[config.mk]
export PLATFORM = sky130hd
export DESIGN_NAME = ddr2_init_seq
export DESIGN_NICKNAME = d
export VERILOG_FILES = /design/src/rtl/ddr2i_pkg.sv /design/src/rtl/ddr2i_wait_ctr.sv /design/src/rtl/ddr2i_holdoff.sv /design/src/rtl/ddr2i_mode_words.sv /design/src/rtl/ddr2_init_seq.sv
export SDC_FILE = /design/constraint.sdc
export NUM_CORES = 1
export LEC_CHECK = 0
export BUFFER_PORTS_ARGS = -buffer_cell sky130_fd_sc_hd__buf_2
export CAP_MARGIN = 10
export CORE_AREA = 3 3 84 86
export DETAILED_ROUTE_END_ITERATION = 10
export DIE_AREA = 0 0 87 89
export GPL_ROUTABILITY_DRIVEN = 0
export MAX_ROUTING_LAYER = met4
export PLACE_DENSITY_LB_ADDON = 0.15
export SLEW_MARGIN = 0
export SYNTH_ARGS = -nofsm -noshare
export SYNTH_HDL_FRONTEND = slang
export SYNTH_HIERARCHICAL = 1
export SYNTH_SLANG_ARGS = --single-unit
[constraint.sdc]
create_clock -name clk -period 2.83 [get_ports clk]
set_input_delay 0.1415 -clock clk [delete_from_list [all_inputs] [get_ports clk]]
set_output_delay 0.1415 -clock clk [all_outputs]
set_load 0.02 [all_outputs]
[src/rtl/ddr2i_pkg.sv]
// Shared types for the DDR2 initialization sequencer.
// Assumes a single-rank device with 13 address bits and 3 bank bits.
package ddr2i_pkg;

    typedef enum logic [3:0] {
        ST_PWRUP, ST_CKE, ST_PRE1, ST_EMR2, ST_EMR3, ST_EMR_DLL, ST_MR_RST,
        ST_PRE2, ST_REF1, ST_REF2, ST_MR, ST_EMR_OCD, ST_EMR_EXIT, ST_DONE
    } init_st_e;

    localparam logic [2:0] CMD_NOP = 3'b111;
    localparam logic [2:0] CMD_PRE = 3'b010;
    localparam logic [2:0] CMD_REF = 3'b001;
    localparam logic [2:0] CMD_LMR = 3'b000;

    localparam logic [2:0] BA_MR   = 3'd0;
    localparam logic [2:0] BA_EMR  = 3'd1;
    localparam logic [2:0] BA_EMR2 = 3'd2;
    localparam logic [2:0] BA_EMR3 = 3'd3;

    function automatic init_st_e next_st(input init_st_e s);
        case (s)
            ST_PWRUP:    return ST_CKE;
            ST_CKE:      return ST_PRE1;
            ST_PRE1:     return ST_EMR2;
            ST_EMR2:     return ST_EMR3;
            ST_EMR3:     return ST_EMR_DLL;
            ST_EMR_DLL:  return ST_MR_RST;
            ST_MR_RST:   return ST_PRE2;
            ST_PRE2:     return ST_REF1;
            ST_REF1:     return ST_REF2;
            ST_REF2:     return ST_MR;
            ST_MR:       return ST_EMR_OCD;
            ST_EMR_OCD:  return ST_EMR_EXIT;
            default:     return ST_DONE;
        endcase
    endfunction

    function automatic int imax(input int a, input int b);
        return (a > b) ? a : b;
    endfunction

endpackage

[src/rtl/ddr2i_wait_ctr.sv]
// Down-counter shared by every minimum wait of the sequence.
// Loads a value on request, counts to zero and holds there.
// Assumes RST_VAL fits in CW bits.
module ddr2i_wait_ctr #(
    parameter int CW      = 8,
    parameter int RST_VAL = 0
) (
    input  logic          clk,
    input  logic          rst_n,
    input  logic          load,
    input  logic [CW-1:0] load_val,
    output logic          zero
);
    logic [CW-1:0] cnt_q;

    // Reload on request, otherwise count down and saturate at zero.
    always_ff @(posedge clk) begin
        if (!rst_n)              cnt_q <= CW'(RST_VAL);
        else if (load)           cnt_q <= load_val;
        else if (cnt_q != '0)    cnt_q <= cnt_q - 1'b1;
    end

    assign zero = (cnt_q == '0);
endmodule

[src/rtl/ddr2i_holdoff.sv]
// Hold-off timer: after a start pulse, ok rises once N cycles have passed.
// A new start restarts the window. ok stays low until the first start.
// Assumes N >= 1.
module ddr2i_holdoff #(
    parameter int N = 8
) (
    input  logic clk,
    input  logic rst_n,
    input  logic start,
    output logic ok
);
    localparam int HW = $clog2(N + 1);

    logic [HW-1:0] cnt_q;
    logic          armed_q;

    // Track the window opened by the most recent start pulse.
    always_ff @(posedge clk) begin
        if (!rst_n) begin
            cnt_q   <= '0;
            armed_q <= 1'b0;
        end else if (start) begin
            cnt_q   <= HW'(N - 1);
            armed_q <= 1'b1;
        end else if (cnt_q != '0) begin
            cnt_q   <= cnt_q - 1'b1;
        end
    end

    assign ok = armed_q && (cnt_q == '0) && !start;
endmodule

[src/rtl/ddr2i_mode_words.sv]
// Combinational command, bank and address for the step being entered.
// Builds the main extended word from its fields and forces the
// DLL-reset bit of the base word per step.
module ddr2i_mode_words
    import ddr2i_pkg::*;
(
    input  init_st_e    st,
    input  logic [12:0] cfg_mr,
    input  logic [12:0] cfg_emr2,
    input  logic [12:0] cfg_emr3,
    input  logic        cfg_drive_half,
    input  logic [1:0]  cfg_rtt,
    input  logic [2:0]  cfg_add_lat,
    input  logic        cfg_strobe_n_off,
    input  logic        cfg_rstrobe_on,
    input  logic        cfg_out_off,
    output logic [2:0]  cmd,
    output logic [2:0]  ba,
    output logic [12:0] addr
);
    logic [12:0] emr_base;

    // Assemble the main extended word with calibration bits cleared.
    always_comb begin
        emr_base      = '0;
        emr_base[1]   = cfg_drive_half;
        emr_base[2]   = cfg_rtt[0];
        emr_base[5:3] = cfg_add_lat;
        emr_base[6]   = cfg_rtt[1];
        emr_base[10]  = cfg_strobe_n_off;
        emr_base[11]  = cfg_rstrobe_on;
        emr_base[12]  = cfg_out_off;
    end

    // Select the bus values for each step.
    always_comb begin
        cmd  = CMD_NOP;
        ba   = '0;
        addr = '0;
        case (st)
            ST_PRE1, ST_PRE2: begin
                cmd      = CMD_PRE;
                addr[10] = 1'b1;
            end
            ST_REF1, ST_REF2: cmd = CMD_REF;
            ST_EMR2: begin
                cmd = CMD_LMR; ba = BA_EMR2; addr = cfg_emr2;
            end
            ST_EMR3: begin
                cmd = CMD_LMR; ba = BA_EMR3; addr = cfg_emr3;
            end
            ST_EMR_DLL, ST_EMR_EXIT: begin
                cmd = CMD_LMR; ba = BA_EMR; addr = emr_base;
            end
            ST_EMR_OCD: begin
                cmd = CMD_LMR; ba = BA_EMR; addr = emr_base | 13'h0380;
            end
            ST_MR_RST: begin
                cmd = CMD_LMR; ba = BA_MR; addr = cfg_mr | 13'h0100;
            end
            ST_MR: begin
                cmd = CMD_LMR; ba = BA_MR; addr = cfg_mr & ~13'h0100;
            end
            default: ;
        endcase
    end
endmodule

[src/rtl/ddr2_init_seq.sv]
// DDR2 power-up initialization sequencer (top).
// Steps through the start-up command order, one command per step, each
// followed by its minimum wait counted by one shared down-counter.
// Gates reads and termination with two hold-off timers.
// Assumes every wait parameter is at least 1 cycle.
module ddr2_init_seq
    import ddr2i_pkg::*;
#(
    parameter int T_PWRUP  = 50000,
    parameter int T_NOP    = 100,
    parameter int T_RPA    = 4,
    parameter int T_MRD    = 2,
    parameter int T_RFC    = 32,
    parameter int RD_LOCK  = 200,
    parameter int ODT_HOLD = 8
) (
    input  logic        clk,
    input  logic        rst_n,
    input  logic [12:0] cfg_mr,
    input  logic [12:0] cfg_emr2,
    input  logic [12:0] cfg_emr3,
    input  logic        cfg_drive_half,
    input  logic [1:0]  cfg_rtt,
    input  logic [2:0]  cfg_add_lat,
    input  logic        cfg_strobe_n_off,
    input  logic        cfg_rstrobe_on,
    input  logic        cfg_out_off,
    input  logic        odt_req,
    output logic        ddr_cke,
    output logic        ddr_cs_n,
    output logic        ddr_ras_n,
    output logic        ddr_cas_n,
    output logic        ddr_we_n,
    output logic [2:0]  ddr_ba,
    output logic [12:0] ddr_addr,
    output logic        ddr_odt,
    output logic        init_done,
    output logic        read_allowed
);
    localparam int MAXW = imax(imax(imax(T_PWRUP, T_NOP), imax(T_RPA, T_MRD)), T_RFC);
    localparam int CW   = $clog2(MAXW + 1);

    init_st_e    st_q, st_nxt;
    logic        wait_zero, adv;
    logic [2:0]  mw_cmd, mw_ba;
    logic [12:0] mw_addr;
    logic [2:0]  cmd_q;
    logic        rd_ok, odt_ok, dll_rst_seen, rtt_emr_seen;

    // Minimum wait, in cycles, that follows the command of a step.
    function automatic int wait_of(input init_st_e s);
        case (s)
            ST_PWRUP:         return T_PWRUP;
            ST_CKE:           return T_NOP;
            ST_PRE1, ST_PRE2: return T_RPA;
            ST_REF1, ST_REF2: return T_RFC;
            ST_DONE:          return 1;
            default:          return T_MRD;
        endcase
    endfunction

    assign st_nxt = next_st(st_q);
    assign adv    = wait_zero && (st_q != ST_DONE);

    ddr2i_wait_ctr #(.CW(CW), .RST_VAL(T_PWRUP - 1)) u_wait (
        .clk      (clk),
        .rst_n    (rst_n),
        .load     (adv),
        .load_val (CW'(wait_of(st_nxt) - 1)),
        .zero     (wait_zero)
    );

    ddr2i_mode_words u_words (
        .st               (st_nxt),
        .cfg_mr           (cfg_mr),
        .cfg_emr2         (cfg_emr2),
        .cfg_emr3         (cfg_emr3),
        .cfg_drive_half   (cfg_drive_half),
        .cfg_rtt          (cfg_rtt),
        .cfg_add_lat      (cfg_add_lat),
        .cfg_strobe_n_off (cfg_strobe_n_off),
        .cfg_rstrobe_on   (cfg_rstrobe_on),
        .cfg_out_off      (cfg_out_off),
        .cmd              (mw_cmd),
        .ba               (mw_ba),
        .addr             (mw_addr)
    );

    // Step register and registered command bus: one command per step, NOP between.
    always_ff @(posedge clk) begin
        if (!rst_n) begin
            st_q      <= ST_PWRUP;
            ddr_cke   <= 1'b0;
            ddr_cs_n  <= 1'b1;
            cmd_q     <= CMD_NOP;
            ddr_ba    <= '0;
            ddr_addr  <= '0;
            init_done <= 1'b0;
        end else if (adv) begin
            st_q      <= st_nxt;
            ddr_cke   <= 1'b1;
            ddr_cs_n  <= 1'b0;
            cmd_q     <= mw_cmd;
            ddr_ba    <= mw_ba;
            ddr_addr  <= mw_addr;
            init_done <= (st_nxt == ST_DONE);
        end else begin
            cmd_q     <= CMD_NOP;
            ddr_ba    <= '0;
            ddr_addr  <= '0;
        end
    end

    assign {ddr_ras_n, ddr_cas_n, ddr_we_n} = cmd_q;

    // Events observed on the issued bus that open the two hold-off windows.
    assign dll_rst_seen = !ddr_cs_n && (cmd_q == CMD_LMR) && (ddr_ba == BA_MR) && ddr_addr[8];
    assign rtt_emr_seen = !ddr_cs_n && (cmd_q == CMD_LMR) && (ddr_ba == BA_EMR)
                          && (ddr_addr[6] || ddr_addr[2]);

    ddr2i_holdoff #(.N(RD_LOCK)) u_rd_hold (
        .clk (clk), .rst_n (rst_n), .start (dll_rst_seen), .ok (rd_ok)
    );

    ddr2i_holdoff #(.N(ODT_HOLD)) u_odt_hold (
        .clk (clk), .rst_n (rst_n), .start (rtt_emr_seen), .ok (odt_ok)
    );

    assign read_allowed = init_done && rd_ok;
    assign ddr_odt      = odt_req && init_done && (odt_ok || (cfg_rtt == 2'b00));
endmodule

==> results_dict.tcl, run 1 <==
set metrics [dict create \
    status "finished clean" \
    hp-start "rst_n" \
    setup_tns_ns 0 \
    insertedDiodeCount 0 \
    synth_warnings 6 \
    cts_hold_buf 0 \
    yosys_register_bits 60 \
    synthFlopType "dfxtp_1" \
    first_iter_violations 132 \
    fin_cells 543 \
    drtAntennaViolNets 0 \
    layout-area-overhead-vs-synth_pct 16.14 \
    syn_inst 386 \
    clock_path_buffers 2 \
    pin_count 75 \
    synth-async-reset-ratio_pct 0 \
    whs_ns 0.1045 \
    wl_per_cell_um 13.86 \
    postCtsSetupRepairBufs 0 \
    final_hold_viol_count 0 \
    cp.arrival_ns 2.55 \
    critPathLaunchType "flop" \
    cts_tree "built" \
    r2r_start "u_wait/cnt_q[11]$_SDFFE_PN0P_" \
    grt_max_degree 26 \
    syn_area_mm2 0.003505 \
    hold_class "primary input to flop" \
    cts_resized 0 \
    cts.clk_slew.worst_paths_ns 0.07 \
    h-tree-depth 3 \
    endpoint_kind "flop" \
    rsz0062_at_grt "false" \
    cp.required_ns 3.04 \
    fp.coreArea_mm2 0.006350 \
    dp_hpwl_mm 5.591 \
    fin_crit_ns 2.348 \
    dieArea_mm2 0.007743 \
    final_cell_mix "buf_2, dfxtp_1, nand2_1" \
    vias 3037 \
    grt_pass1_wl_mm 12.28 \
    worstPathBufferInverterCount 0 \
    place_inst 528 \
    viasPerCell 5.593 \
    path_cells "or2_1 > or4_4 > nor2_4 > o21ai_0 > a31oi_1 > ha_1 > and2_1 > a32oi_1" \
    gr-total-overflow 0 \
    grt_pass1_vias 2740 \
    cts_buffers 9 \
    max_slew_margin_pct 54.55 \
    cap_violations 0 \
    critPathTopFamily "simple AND/OR/NAND/NOR gates" \
    p_per_area_mw_per_mm2 528.3 \
    min_path_cells 2 \
    fmax_mhz 425.8 \
    start_util_pct 55.19 \
    drive_above_1_share_pct 30.47 \
    finalMaxSlewViolations 0 \
    die_h_um 89 \
    drc 0 \
    grt_antenna_before_repair 0 \
    cp_slowest_cell "or4_4" \
    first_pass_iters 4 \
    slowest_delay_ns 0.48 \
    power_leakage_nw 1.781 \
    portBuffers 73 \
    fin_crit_sh_pct 82.98 \
    fin_area_mm2 0.004070 \
    crit_fanout 12 \
    cp.depth 8 \
    power.total_w 0.002150 \
    synth_area_per_cell_um2 9.079 \
    synth_cell_type_count 77 \
    drt_wl_total_mm 7.525 \
    ys_seq_area_share_pct 34.27 \
    startpoint "u_wait/cnt_q[11]$_SDFFE_PN0P_" \
    final_common_cell "buf_2" \
    r2r_cells 8 \
    layout.nets 521 \
    worst_ir_drop_vdd_mv 0.4883 \
    die_w_um 87 \
    placed_area_mm2 0.003901 \
    clock_sinks 60 \
    finalSetupViolations 0 \
    clock_latency_ns 0.33 \
    synth_edf_count 0 \
    fin_skew_ns 0.007537 \
    cts-root-buf "clkbuf_8" \
    crit_type "flop to flop" \
    max_slew.worst_pin.slew_ns 0.6808 \
    placementRows 29 \
    gr-usage-all-layers_pct 20.39 \
]
[worst paths after layout]
kind                                endpoint  slack [ns]
max                        st_nxt[2]$_DFF_P_        0.48
max reg2reg                st_nxt[2]$_DFF_P_        0.48
min            u_wait/cnt_q[14]$_SDFFE_PN1P_        0.10
min reg2reg  u_odt_hold/armed_q$_SDFFE_PN0P_        0.46
[Yosys cell counts (5+ instances only)]
master	count	area [um^2]
xnor2_1	9	78.83
nor3_1	9	45.04
buf_4	5	37.54
a21oi_1	12	60.06
nor2b_1	13	81.33
nand2_1	31	116.4
nand3_1	5	25.02
and2_2	7	52.55
nor2_1	18	67.56
clkbuf_1	5	18.77
a31oi_1	6	37.54
xor2_1	6	52.55
dfxtp_1	60	1201
ha_1	8	100.1
o31ai_1	5	37.54
and2_4	10	87.58
inv_1	18	67.56
mux2i_1	5	50.05
o21ai_0	18	90.09
a32oi_1	9	78.83
o21a_1	8	60.06
a221o_1	8	80.08
nor3b_1	8	60.06
nor4_1	7	43.79
[per-layer routing]
metal	part of all wire, %	track usage, %	vias up	routed length, um
met3	4.8	4.424	5	364
met4	1.1	6.516	0	81
met5	0	-	-	0
li1	-	-	1553	-
met1	46	25.79	1409	3462
met2	48	32.51	70	3616
[cells by family after synthesis]
family | share of synthesized area, %
other | 0.2143
adder cells (fa/ha/maj) | 3.178
flip-flops | 34.27
AND/OR/NAND/NOR | 28.81
AO/OA/AOI/OAI | 21.53
multiplexers | 1.749
buffers and inverters | 6.033
XOR/XNOR | 4.213
[report_power, final]
| part | internal [W] | switching [W] | total (W) | leakage [nW] |
|---|---|---|---|---|
| registers | 0.000919 | 0.0000659 | 0.000985 | 0.487 |
| logic | 0.000261 | 0.000233 | 0.000493 | 1.21 |
| clock network | 0.000359 | 0.000313 | 0.000672 | 0.0893 |
| total | 0.00154 | 0.000612 | 0.00215 | 1.78 |
[worst reg2reg max path, cell delays in order, from the launching register on]
cell,delay (ns)
dfxtp_1,0.34
or2_1,0.31
or4_4,0.48
nor2_4,0.26
o21ai_0,0.15
a31oi_1,0.29
ha_1,0.20
and2_1,0.12
a32oi_1,0.09
[area by class of cell]
type | count | area (um^2)
clock inverters | 2 | 10.01
multi-input cells | 290 | 2103
fillers | 541 | 2280
clock buffers | 13 | 158.9
inverters | 20 | 75.07
flip-flops and latches | 60 | 1201
repair buffers | 81 | 425.4
well taps | 77 | 96.34
[state kept, by name, indices dropped and copies added, names as in the netlist, 3 cells and up]
| signal | count |
|---|---|
| cmd_q | 3 |
| ddr_addr | 13 |
| u_rd_hold/cnt_q | 8 |
| u_odt_hold/cnt_q | 4 |
| u_wait/cnt_q | 16 |
| ddr_ba | 3 |
| st_nxt | 4 |
| st_q | 4 |
[metrics by stage]
stage                     utilization [%]  setup WS (ns)
after CTS                           64.10         0.4751
after detailed placement            61.44         0.4979
after global routing                64.10         0.2680
after global placement              61.44         0.5434
after floorplan                         -         0.4611
final                               64.10         0.4817
No activity file was read; power rests on OpenSTA's default activity.
==> run 2: changes to the inputs <==
Settings changed: ABC_AREA from default to 1, CORE_AREA 3 3 84 86 to 3 3 83 85, DIE_AREA 0 0 87 89 to 0 0 86 88.
Clock period 2.83 ns to 2.25 ns, I/O delays scaled along.
==> run 2 against run 1 <==
Against the previous run: die area fell by 2.3%; power up 48%; sequential power is 26% higher; clock-buffer cell count down 1; via count increased by 9.9%; fmax is 15% higher; routed wire length is 5.9% higher; cell area rose by 2.1%; cell count up 27%; clock power up 80%.
==> results_dict.tcl, run 2 <==
set metrics [dict create \
    synth_area_per_cell_um2 6.573 \
    grt_antenna_before_repair 0 \
    cts.clk_slew.worst_paths_ns 0.07 \
    p_per_area_mw_per_mm2 766.1 \
    yosys_register_bits 60 \
    layout-area-overhead-vs-synth_pct 21.30 \
    synth_top_cells_by_area "dfxtp_1, nand2_1, nor2_1, inv_1, a21oi_1" \
    pin_count 75 \
    synth_most_common_cell "nand2_1" \
    fin_skew_ns 0.01005 \
    h-tree-depth 3 \
    synth-async-reset-ratio_pct 0 \
    drtAntennaViolNets 0 \
    clock_latency_ns 0.33 \
    fp.coreArea_mm2 0.006277 \
    cp-endpoint "st_nxt[1]$_DFF_P_" \
    fmax_mhz 488.9 \
    gr-total-overflow 0 \
    die_w_um 86 \
    dp_hpwl_mm 6.063 \
    dieArea_mm2 0.007568 \
    syn_inst 521 \
    portBuffers 73 \
    synth_cell_type_count 41 \
    status "finished clean" \
    seqCellArea_mm2 0.001201 \
    crit_fanout 9 \
    cap_violations 0 \
    startpoint "u_wait/cnt_q[0]$_SDFFE_PN1P_" \
    reg2reg_setup_slack_ns 0.20 \
    clock_sinks 60 \
    cts_resized 0 \
    r2r_start "u_wait/cnt_q[0]$_SDFFE_PN1P_" \
    rsz0062_at_grt "false" \
    max_slew.worst_pin.slew_ns 0.5111 \
    placementRows 29 \
    grt_pass1_vias 2972 \
    fin_crit_ns 2.045 \
    drt_wl_total_mm 7.968 \
    syn_area_mm2 0.003425 \
    yosysTopAreaCell "dfxtp_1" \
    gr-usage-all-layers_pct 22.35 \
    critPathLaunchType "flop" \
    cts_buffers 9 \
    worst_ir_drop_vdd_mv 0.6918 \
    grt_pass1_wl_mm 13.18 \
    cts-root-buf "clkbuf_8" \
    final_hold_viol_count 0 \
    r2r_cells 12 \
    path_cells "inv_1 > ha_1 > nand2_2 > nor2_4 > nand3_2 > inv_1 > nand2_4 > inv_6 > o21ai_0 > a21oi_1 > ha_1 > o21a_1" \
    drive_above_1_share_pct 22.55 \
    insertedDiodeCount 0 \
    postCtsSetupRepairBufs 0 \
    wl_per_cell_um 11.56 \
    top_regs "u_wait/cnt_q (16), ddr_addr (13), u_rd_hold/cnt_q (8)" \
    synth_commonest_cells "nand2_1, nor2_1, inv_1" \
    max_slew_margin_pct 65.89 \
    cts_hold_buf 0 \
    min_path_cells 5 \
    cts_tree "built" \
    multiInputGateArea_mm2 0.001871 \
    cp_slowest_cell "dfxtp_1" \
    yosysTopAreaCellShare_pct 35.07 \
    setup_tns_ns 0 \
    ys_seq_area_share_pct 35.07 \
    layout.nets 666 \
    clock_path_buffers 2 \
    die_h_um 88 \
    r2r_end "st_nxt[1]$_DFF_P_" \
    first_iter_violations 155 \
    endpoint_kind "flop" \
    final_cell_mix "nand2_1, nor2_1, buf_2, inv_1, dfxtp_1" \
    final_common_cell "nand2_1" \
    vias 3339 \
    fin_crit_sh_pct 90.91 \
    first_pass_iters 4 \
    synth_warnings 6 \
    power_leakage_nw 2.139 \
    slowest_delay_ns 0.33 \
    regMostFlops "u_wait/cnt_q" \
    start_util_pct 54.55 \
    finalSetupViolations 0 \
    synth_edf_count 0 \
    cp.arrival_ns 2.26 \
    drc 0 \
    crit_type "flop to flop" \
    whs_ns 0.08734 \
    finalMaxSlewViolations 0 \
    grt_max_degree 21 \
    cp.required_ns 2.47 \
    hold_class "primary input to flop" \
    largest_reg_flops 16 \
    synthFlopType "dfxtp_1" \
    viasPerCell 4.846 \
    n_fill_cell 582 \
]
==> run 2: cell families after synthesis <==
kind of cell | count (synthesis) | share of synthesized area (%)
fa+ha+maj | 8 | 2.923
other cells | 2 | 0.2193
buf+inv | 88 | 10.63
xor+xnor | 13 | 3.325
flops | 60 | 35.07
simple gates | 292 | 38.14
compound gates | 58 | 9.682
==> run 2: critical path, delay by kind of cell, from the launching register on <==
kind	cells	cell delay (ns)
fa+ha+maj	2	0.47
buf+inv	3	0.31
flops	1	0.33
compound gates	3	0.41
simple gates	4	0.39
==> run 2: worst min-delay path by stage <==
stage,slack (ns),end,startpoint
final,0.09,ddr_addr[12]$_SDFF_PN0_,cfg_out_off
after global routing,0.08,ddr_addr[12]$_SDFF_PN0_,cfg_out_off
after CTS,0.07,ddr_addr[12]$_SDFF_PN0_,cfg_out_off
after detailed placement,0.43,ddr_addr[12]$_SDFF_PN0_,cfg_out_off
after global placement,0.42,ddr_addr[3]$_SDFF_PN0_,cfg_add_lat[0]
after floorplan,0.19,ddr_cs_n$_SDFFE_PN1P_,rst_n
==> run 2: power by group <==
| group | leakage, nW | switching, W | total, W | internal [W] |
|---|---|---|---|---|
| Sequential | 0.487 | 0.0000787 | 0.00124 | 0.00116 |
| Combinational | 1.53 | 0.000441 | 0.000741 | 0.000300 |
| Clock | 0.127 | 0.000411 | 0.00121 | 0.000795 |
| Total | 2.14 | 0.000930 | 0.00318 | 0.00225 |
==> run 2: per-layer routing <==
layer	up-vias	share of wire [%]	track usage [%]
li1	1780	-	-
met1	1498	48	28.72
met4	0	1.1	9.065
met3	8	3.8	4.045
met2	53	47	34.69
met5	-	0	-
==> run 2: cell type report <==
class                           count  area share (%)
Inverter                           78           7.289
Multi-Input combinational cell    376           45.03
Tap cell                           77           2.319
Timing Repair Buffer               82           10.42
Clock inverter                      4           2.289
Sequential cell                    60           28.92
Clock buffer                       12           3.735
==> run 2: through the flow <==
step / instances / total power (W) / utilization [%] / setup slack (ns) / cell area (um^2)
after floorplan: 524 / 0.001821 / - / 0.2685 / 3436
after global placement: 673 / 0.001953 / 62.19 / 0.2803 / 3904
after detailed placement: 673 / 0.001990 / 62.19 / 0.2474 / 3904
after CTS: 689 / 0.003201 / 66.18 / 0.1835 / 4154
after global routing: 689 / 0.003380 / 66.18 / 0.02140 / 4154
final: 689 / 0.003182 / 66.18 / 0.2046 / 4154
==> run 3: changes to the inputs <==
Settings changed: ABC_AREA 1 to default, CORE_AREA 3 3 83 85 to 3 3 98 100, DIE_AREA 0 0 86 88 to 0 0 101 103, SETUP_SLACK_MARGIN from default to 0.1.
==> run 3 against run 2 <==
Against the previous run: global-route usage is 4.8 points lower; utilization is 15 points lower; clock power is 6% lower; clock-buffer cell count is 1 lower; power is 5.5% lower; fmax is 4.9% lower; combinational power is 14% lower; first-iteration DRC count is 45% lower; via count is 5.2% lower; sequential power hardly changed; critical path type unchanged.
==> results_dict.tcl, run 3 (synthesis results as in run 1) <==
set metrics [dict create \
    status "finished clean" \
    start_util_pct 39.99 \
    die_w_um 101 \
    grt_antenna_before_repair 0 \
    finalSetupViolations 0 \
    worst_ir_drop_vdd_mv 0.2866 \
    final_common_cell "buf_2" \
    cp.arrival_ns 2.35 \
    cts-root-buf "clkbuf_8" \
    clock_path_buffers 2 \
    grt_pass1_vias 2938 \
    finalMaxSlewViolations 0 \
    drt_wl_total_mm 8.906 \
    place_inst 575 \
    fmax_mhz 465.1 \
    fin_crit_sh_pct 95.55 \
    h-tree-depth 3 \
    largest_reg_flops 16 \
    n_fill_cell 835 \
    first_pass_iters 4 \
    cp.required_ns 2.46 \
    cts_buffers 9 \
    gr-total-overflow 0 \
    grt_pass1_wl_mm 14.12 \
    cts_hold_buf 0 \
    clock_sinks 60 \
    first_iter_violations 85 \
    clock_latency_ns 0.34 \
    viasPerCell 5.287 \
    vias 3167 \
    cts.clk_slew.worst_paths_ns 0.08 \
    placementRows 34 \
    hold_class "primary input to flop" \
    layout-area-overhead-vs-synth_pct 27.13 \
    top_regs "u_wait/cnt_q (16), ddr_addr (13), u_rd_hold/cnt_q (8)" \
    die_h_um 103 \
    drc 0 \
    insertedDiodeCount 0 \
    dieArea_mm2 0.01040 \
    fin_crit_ns 2.150 \
    layout.nets 545 \
    critPathLaunchType "flop" \
    fp.coreArea_mm2 0.008763 \
    pin_count 75 \
    max_slew.worst_pin.slew_ns 0.5033 \
    drive_above_1_share_pct 37.07 \
    portBuffers 73 \
    power_leakage_nw 1.945 \
    fin_skew_ns 0.01262 \
    gr-usage-all-layers_pct 17.57 \
    max_slew_margin_pct 66.14 \
    grt_max_degree 26 \
    drtAntennaViolNets 0 \
    fin_cells 599 \
    cts_tree "built" \
    cap_violations 0 \
    final_cell_mix "buf_2, dfxtp_1, nand2_1, buf_4" \
    setup_tns_ns 0 \
    crit_type "flop to flop" \
    rsz0062_at_grt "true" \
    endpoint_kind "flop" \
    crit_fanout 5 \
    final_hold_viol_count 0 \
    p_per_area_mw_per_mm2 675.1 \
    dp_hpwl_mm 6.526 \
    wl_per_cell_um 14.87 \
    regMostFlops "u_wait/cnt_q" \
]
-- run 3: changes by cell type in the layout (fill, tap and decap cells not counted), sizes merged, moves of 17 or more --
cell,change
nor2,-69
a21oi,-19
buf,+22
nand2,-123
and2,+21
nand3,-17
inv,-58
-- run 3: final cells by class --
class	instances	area [um^2]	share of cell area, %
Multi-Input combinational cell	291	2197	49.31
Clock inverter	5	83.83	1.881
Timing Repair Buffer	104	610.6	13.70
Sequential cell	60	1202	26.99
Clock buffer	11	151.4	3.398
Inverter	20	75.07	1.685
Tap cell	108	135.1	3.033
-- run 3: layer usage --
| layer | vias up | global-route usage (%) | part of all wire [%] |
|---|---|---|---|
| met3 | 11 | 4.871 | 4.1 |
| met4 | 0 | 4.703 | 0.99 |
| met2 | 50 | 26.68 | 47 |
| met1 | 1500 | 23.07 | 48 |
| li1 | 1606 | - | - |
| met5 | - | - | 0 |
-- run 3: stage by stage --
stage / cell area, um^2 / total power [W] / hold WS, ns / setup WS (ns) / utilization, %
5_1_grt: 4456 / 0.003180 / 0.08054 / 0.05081 / 50.84
6_report: 4456 / 0.003008 / 0.08540 / 0.1001 / 50.84
4_1_cts: 4333 / 0.003032 / 0.07169 / 0.09892 / 49.44
3_5_place_dp: 4078 / 0.001893 / 0.4325 / 0.08891 / 46.53
2_1_floorplan: 3532 / 0.001731 / 0.1887 / 0.02288 / -
3_3_place_gp: 4078 / 0.001866 / 0.4312 / 0.1264 / 46.53
-- run 3: timing repair --
action                                  4_1_cts  5_1_grt
endpoints found under the setup margin        2       10
buffers inserted                              1        6
endpoints found under the hold margin         0        0
cloned                                        1        0
pin swaps                                     1        2
gates resized for setup                       1       16
-- run 3: worst paths after layout --
kind,slack (ns),to,depth (start not counted),from
min,0.09,ddr_cs_n$_SDFFE_PN1P_,2,rst_n
max reg2reg,0.10,st_nxt[2]$_DFF_P_,8,u_wait/cnt_q[11]$_SDFFE_PN0P_
max,0.10,st_nxt[2]$_DFF_P_,8,u_wait/cnt_q[11]$_SDFFE_PN0P_
min reg2reg,0.47,ddr_cke$_SDFFE_PN0P_,1,ddr_cke$_SDFFE_PN0P_
-- run 3: critical path, stage by stage (launching register included) --
cell     delay, ns
dfxtp_2       0.33
or2_1         0.23
or4_4         0.49
nor2_4        0.22
o21ai_2       0.11
a31oi_4       0.21
ha_2          0.19
and2_1        0.12
a32oi_1       0.10
-- run 3: where the power goes --
| group | leakage (nW) | internal [W] | switching, W |
|---|---|---|---|
| Sequential | 0.487 | 0.00116 | 0.0000822 |
| Combinational | 1.35 | 0.000334 | 0.000302 |
| Clock | 0.112 | 0.000686 | 0.000449 |
